==> src/rtl/xtrig_pkg.sv <==
package xtrig_pkg;

    localparam int XT_CNT_W = 16;
    localparam int XT_BUS_W = 8;

    typedef enum logic [1:0] {
        XT_FINISH = 2'b00,
        XT_COUNT  = 2'b01,
        XT_ABS    = 2'b10,
        XT_EVENT  = 2'b11
    } xt_mode_e;

    // Packed MSB first: arm lands in bit 0, match in the top bits.
    typedef struct packed {
        logic [XT_BUS_W-1:0] match;
        logic [XT_CNT_W-1:0] value;
        logic                force_val;
        logic                force_sel;
        logic                prod_only;
        logic                fail_gate;
        xt_mode_e            mode;
        logic                arm;
    } xt_cfg_t;

    localparam int XT_CFG_W = $bits(xt_cfg_t);

    // Finish-mode qualification: each gate blocks only when enabled.
    function automatic logic finish_ok(input xt_cfg_t c, input logic fail, input logic prod);
        return (!c.fail_gate || !fail) && (!c.prod_only || prod);
    endfunction

endpackage

==> src/rtl/xtrig_scan_reg.sv <==
module xtrig_scan_reg
    import xtrig_pkg::*;
(
    input  logic    clk,
    input  logic    rst,
    input  logic    scan_in,
    input  logic    scan_shift,
    input  logic    scan_update,
    output logic    scan_out,
    output logic    shadow_arm,
    output xt_cfg_t live_cfg
);

    logic [XT_CFG_W-1:0] shift_q;
    logic [XT_CFG_W-1:0] live_q;

    always_ff @(posedge clk) begin
        if (rst) begin
            shift_q <= '0;
            live_q  <= '0;
        end else begin
            if (scan_shift) begin
                shift_q <= {scan_in, shift_q[XT_CFG_W-1:1]};
            end
            if (scan_update) begin
                live_q <= shift_q;
            end
        end
    end

    assign scan_out   = shift_q[0];
    assign shadow_arm = shift_q[0];
    assign live_cfg   = xt_cfg_t'(live_q);

endmodule

==> src/rtl/xtrig_edge.sv <==
module xtrig_edge #(
    parameter int N = 2
) (
    input  logic         clk,
    input  logic         rst,
    input  logic [N-1:0] lvl,
    output logic [N-1:0] rise
);

    for (genvar i = 0; i < N; i++) begin : g_bit
        logic prev_q;
        always_ff @(posedge clk) begin
            if (rst) prev_q <= 1'b0;
            else     prev_q <= lvl[i];
        end
        assign rise[i] = lvl[i] & ~prev_q;
    end

endmodule

==> src/rtl/xtrig_engine.sv <==
module xtrig_engine
    import xtrig_pkg::*;
(
    input  logic                clk,
    input  logic                rst,
    input  xt_cfg_t             cfg,
    input  logic                disarm,
    input  logic                done_rise,
    input  logic                inv_rise,
    input  logic                up_fail,
    input  logic                prod_sel,
    input  logic [XT_BUS_W-1:0] mon_bus,
    output logic                seq_inv
);

    localparam logic [XT_CNT_W-1:0] ZERO = '0;

    logic [XT_CNT_W-1:0] cyc_q;
    logic [XT_CNT_W-1:0] cnt_q;
    logic                pend_q;
    logic                fired_q;
    logic                cond;
    logic                fire;
    logic                load;

    always_comb begin
        unique case (cfg.mode)
            XT_FINISH: cond = done_rise && finish_ok(cfg, up_fail, prod_sel);
            XT_COUNT:  cond = (inv_rise && cfg.value == ZERO) || (pend_q && cnt_q == ZERO);
            XT_ABS:    cond = (cyc_q == cfg.value);
            XT_EVENT:  cond = (mon_bus == cfg.match);
            default:   cond = 1'b0;
        endcase
    end

    assign fire = cfg.arm && !fired_q && cond;
    assign load = cfg.arm && !fired_q && !pend_q && (cfg.mode == XT_COUNT)
                  && inv_rise && (cfg.value != ZERO);

    always_ff @(posedge clk) begin
        if (rst) begin
            cyc_q <= '0;
        end else begin
            cyc_q <= cyc_q + 1'b1;
        end
    end

    always_ff @(posedge clk) begin
        if (rst || disarm) begin
            fired_q <= 1'b0;
            pend_q  <= 1'b0;
            cnt_q   <= '0;
        end else begin
            if (fire) begin
                fired_q <= 1'b1;
                pend_q  <= 1'b0;
            end else if (load) begin
                pend_q <= 1'b1;
                cnt_q  <= cfg.value - 1'b1;
            end else if (pend_q && cnt_q != ZERO) begin
                cnt_q <= cnt_q - 1'b1;
            end
        end
    end

    assign seq_inv = fired_q;

endmodule

==> src/rtl/xtrig_seq.sv <==
module xtrig_seq
    import xtrig_pkg::*;
(
    input  logic                clk,
    input  logic                rst,
    input  logic                scan_in,
    input  logic                scan_shift,
    input  logic                scan_update,
    output logic                scan_out,
    input  logic                up_invoke,
    input  logic                up_done,
    input  logic                up_fail,
    input  logic                prod_sel,
    input  logic [XT_BUS_W-1:0] mon_bus,
    output logic                target_invoke
);

    xt_cfg_t    live_cfg;
    logic       shadow_arm;
    logic       disarm;
    logic [1:0] rise;
    logic       seq_inv;

    xtrig_scan_reg u_scan (
        .clk        (clk),
        .rst        (rst),
        .scan_in    (scan_in),
        .scan_shift (scan_shift),
        .scan_update(scan_update),
        .scan_out   (scan_out),
        .shadow_arm (shadow_arm),
        .live_cfg   (live_cfg)
    );

    xtrig_edge #(.N(2)) u_edge (
        .clk (clk),
        .rst (rst),
        .lvl ({up_invoke, up_done}),
        .rise(rise)
    );

    assign disarm = scan_update && !shadow_arm;

    xtrig_engine u_eng (
        .clk      (clk),
        .rst      (rst),
        .cfg      (live_cfg),
        .disarm   (disarm),
        .done_rise(rise[0]),
        .inv_rise (rise[1]),
        .up_fail  (up_fail),
        .prod_sel (prod_sel),
        .mon_bus  (mon_bus),
        .seq_inv  (seq_inv)
    );

    // Source select for the target's start input.
    assign target_invoke = live_cfg.force_sel ? live_cfg.force_val : seq_inv;

endmodule

==> config.mk <==
export PLATFORM = sky130hd
export DESIGN_NAME = xtrig_seq
export DESIGN_NICKNAME = d
export VERILOG_FILES = /design/src/rtl/xtrig_pkg.sv /design/src/rtl/xtrig_scan_reg.sv /design/src/rtl/xtrig_edge.sv /design/src/rtl/xtrig_engine.sv /design/src/rtl/xtrig_seq.sv
export SDC_FILE = /design/constraint.sdc
export NUM_CORES = 1
export LEC_CHECK = 0
export ABC_CLOCK_PERIOD_IN_PS = 4200
export BUFFER_PORTS_ARGS = -buffer_cell sky130_fd_sc_hd__buf_4
export CAP_MARGIN = 30
export CORE_MARGIN = 10
export CORE_UTILIZATION = 40
export DETAILED_ROUTE_END_ITERATION = 8
export GPL_ROUTABILITY_DRIVEN = 0
export PLACE_DENSITY_LB_ADDON = 0.08
export RECOVER_POWER = 100
export SLEW_MARGIN = 30
export SYNTH_ARGS = -nofsm -noshare
export SYNTH_HDL_FRONTEND = slang
export SYNTH_SLANG_ARGS = --single-unit
==> constraint.sdc <==
create_clock -name clk -period 4.2 [get_ports clk]
set_clock_uncertainty 0.2 [all_clocks]
set_input_delay 0.21 -clock clk [delete_from_list [all_inputs] [get_ports clk]]
set_output_delay 0.21 -clock clk [all_outputs]
set_load 0.02 [all_outputs]
==> results.yml <==
status:
  status: "finished, violations left"
  violations: "max-capacitance violations, max-slew violations"
cells_and_area:
  nNetsFinal: 535
  fillCellCount: 1121
  post_route_cells_drive_above_1_share_pct: 9.21
  instances_no_fill: 664
  multi_input_area_mm2: 0.00248
  final_core_util_pct: 45.2
  area_growth_pct: 11.1
  final-seq-area_mm2: 0.00196
  diodes: 0
setup_path:
  cp_cell_sequence: "or3_4, or4_4, o31ai_4, mux2i_1, ha_1, nand2_1, or4_1, nor3_2, a31oi_1, or4_1, a31oi_1"
  regToRegStartpoint: "u_scan.live_cfg[15]"
  path_class: "register to register"
  cpPeakStageDelay_ns: 0.49
  slowest_stage: "or4_1"
  worstSetupEndpointType: "register"
  r2r_cells: 11
  cp_num_buf_inv: 0
  start_kind: "register"
  critPathArrivalTime_ns: 4.03
  crit_path_max_fanout: 7
  r2r_end: "u_eng.cnt_q[12]"
  worstPathRequired_ns: 4.27
  r2r_setup_slack_ns: 0.24
  cpLargestDelayFamily: "simple AND/OR/NAND/NOR gates"
yosys:
  yosysWarningCount: 0
  ys_async_sr_fraction_pct: 0
  syn_inst: 509
  synth_edf_count: 0
  netlist.area_leader.share_pct: 42.4
  ys_ff_latch: 98
  synthFlopType: "dfxtp_1"
  syn_area_mm2: 0.00463
  avgSynthCellArea_um2: 9.09
  yosysSeqAreaShare_pct: 42.4
  synthTopCellsByCount: "98 x dfxtp_1, 98 x nor2_1, 66 x mux2i_1"
  yosys.area.top_type: "dfxtp_1"
  yosys-top-cells-area: "dfxtp_1 42%, mux2i_1 14%, nor2_1 8.0%, xnor2_1 5.3%, xor2_1 2.3%"
  syn_nets: 528
  yosys.cell_types.count: 58
placement:
  dpl.hpwl_um: 7660
  dp_slack_ns: 0.278
  place_inst: 645
  portBuffers: 18
route:
  via_per_inst: 5.52
  first_pass_iters: 4
  wl_um: 11100
  post_drt_wl_per_cell_um: 16.8
  via_count: 3666
  drt_iter0_markers: 293
  drc_errors: 0
  ant_nets: 0
timing:
  min_period_over_period_pct: 94.3
  fin_ws_ns: 0.237
  setup_tns_ns: 0
  setup_viol: 0
  clock.fmax_mhz: 252
  relSlewSlack_pct: -134
  worst_pin_slew_ns: 3.50
  maxSlewViolCount: 82
  rsz0062_at_grt: "false"
  period_minus_slack_ns: 3.96
  hold_violations: 0
worst_hold_path:
  whs_endpoint: "u_scan.live_cfg[0]"
  holdPathStages: 3
  hp-start: "scan_update"
  hold_path_class: "input pin to register"
global_route:
  overflow: 0
  antenna_found_initial: 0
  grt_pass1_vias: 3465
  grt_pass1_wl_um: 18300
  grt_max_degree: 82
  grt_use_total_pct: 13.9
clock_tree:
  cts_buffers: 9
  clock_latency_ns: 0.34
  cts_root_buffer: "clkbuf_16"
  cts_max_level: 3
  cts.sink_count: 98
  cts_tree: "done"
  clkTransAtPathRegs_ns: 0.07
  cts_max_path_buffers: 2
power:
  ir_worst_vdd_uv: 193
  p_per_area_mw_per_mm2: 356
  p_leak_nw: 2.05
  design_power_total_w: 0.00183
floorplanning:
  io_pins: 19
  die_area_mm2: 0.0163
  dieHeight_um: 128
  fp.dieW_um: 128
  initial_utilization_pct: 40.7
  std_cell_rows: 39
  core-area_mm2: 0.0114
run:
  max_cap_violations: 1
-- worst reg2reg max path, cell delays in order (launching register included) --
cell     delay [ns]
dfxtp_1        0.37
or3_4          0.42
or4_4          0.48
o31ai_4        0.38
mux2i_1        0.29
ha_1           0.32
nand2_1        0.17
or4_1          0.49
nor3_2         0.13
a31oi_1        0.05
or4_1          0.41
a31oi_1        0.18
-- cell usage in the layout, fill, tap and decap left out, types with 3 or more instances in the layout --
| master | count |
|---|---|
| o21ai_1 | 3 |
| dfxtp_1 | 98 |
| a21oi_1 | 18 |
| nor2b_1 | 3 |
| xor2_1 | 12 |
| nor3_1 | 12 |
| xnor2_1 | 28 |
| o21ai_0 | 5 |
| clkbuf_1 | 4 |
| dlygate4sd3_1 | 3 |
| a211oi_1 | 5 |
| nand2_1 | 16 |
| clkbuf_16 | 9 |
| or4_1 | 8 |
| nand4_1 | 8 |
| o32ai_1 | 3 |
| nor4_1 | 5 |
| mux2i_1 | 66 |
| nand3_1 | 16 |
| nand3b_1 | 4 |
| and3_1 | 7 |
| a31oi_1 | 13 |
| inv_1 | 5 |
| or3_1 | 3 |
| nor2_1 | 97 |
| buf_4 | 22 |
-- worst max-delay path by stage --
stage                        start         endpoint  slack, ns  cells past startpoint
2_1_floorplan  u_scan.live_cfg[16]  u_eng.cnt_q[12]       0.26                     14
5_1_grt        u_scan.live_cfg[15]  u_eng.cnt_q[12]       0.06                     11
6_report       u_scan.live_cfg[15]  u_eng.cnt_q[12]       0.24                     11
3_3_place_gp   u_scan.live_cfg[15]  u_eng.cnt_q[10]       0.33                     11
3_5_place_dp   u_scan.live_cfg[15]  u_eng.cnt_q[10]       0.28                     11
4_1_cts        u_scan.live_cfg[15]  u_eng.cnt_q[10]       0.24                     11
-- cells by family (layout without fill, tap and decap cells) --
kind of cell	count (synthesis)	in the layout	synth area share (%)
mux	67	67	14.5
buf+inv	37	49	3.79
flops	98	98	42.4
simple gates	193	193	20.2
xor+xnor	40	40	7.57
fa+ha+maj	2	2	0.541
compound gates	72	72	11.0
-- flip-flops by register name, summed over array words and instances (netlist names) --
name / flops
u_eng.seq_inv: 1
u_scan.shift_q: 31
u_eng.cyc_q: 16
u_scan.live_cfg: 31
u_edge.g_bit.prev_q: 2
u_eng.pend_q: 1
u_eng.cnt_q: 16
-- per-layer routing --
layer,vias to the layer above,global-route usage (%),part of all wire [%]
li1,1836,-,-
met5,-,0,0
met1,1742,18.9,50
met3,16,2.69,3.2
met2,72,20.8,45
met4,0,6.50,2.0
-- power by group --
part           internal, W   total, W  switching, W  leakage [nW]
clock             0.000440   0.000808      0.000368         0.137
sequential        0.000935   0.000939    0.00000478         0.791
combinational    0.0000357  0.0000846     0.0000488          1.12
-- through the flow --
step	hold WS [ns]	cell area (um2)
final	0.202	5140
after global placement	0.232	4840
after CTS	0.197	5160
after global routing	0.219	5140
after detailed placement	0.241	4840
after floorplan	0.138	4630
-- what timing repair did --
item	in CTS	in global routing
resized for setup	0	1
hold buffers	3	0
endpoints found under the hold margin	3	0
setup endpoints to repair	0	1
setup buffers	0	0
-- final cells by class --
class | count | share of cell area, %
sequential | 98 | 38.2
clock inverter | 4 | 0.681
timing repair buffer | 28 | 4.02
clock buffer | 12 | 4.99
inverter | 5 | 0.365
tap | 143 | 3.48
multi-input combinational | 374 | 48.3
No activity file was read; power rests on OpenSTA's default activity.
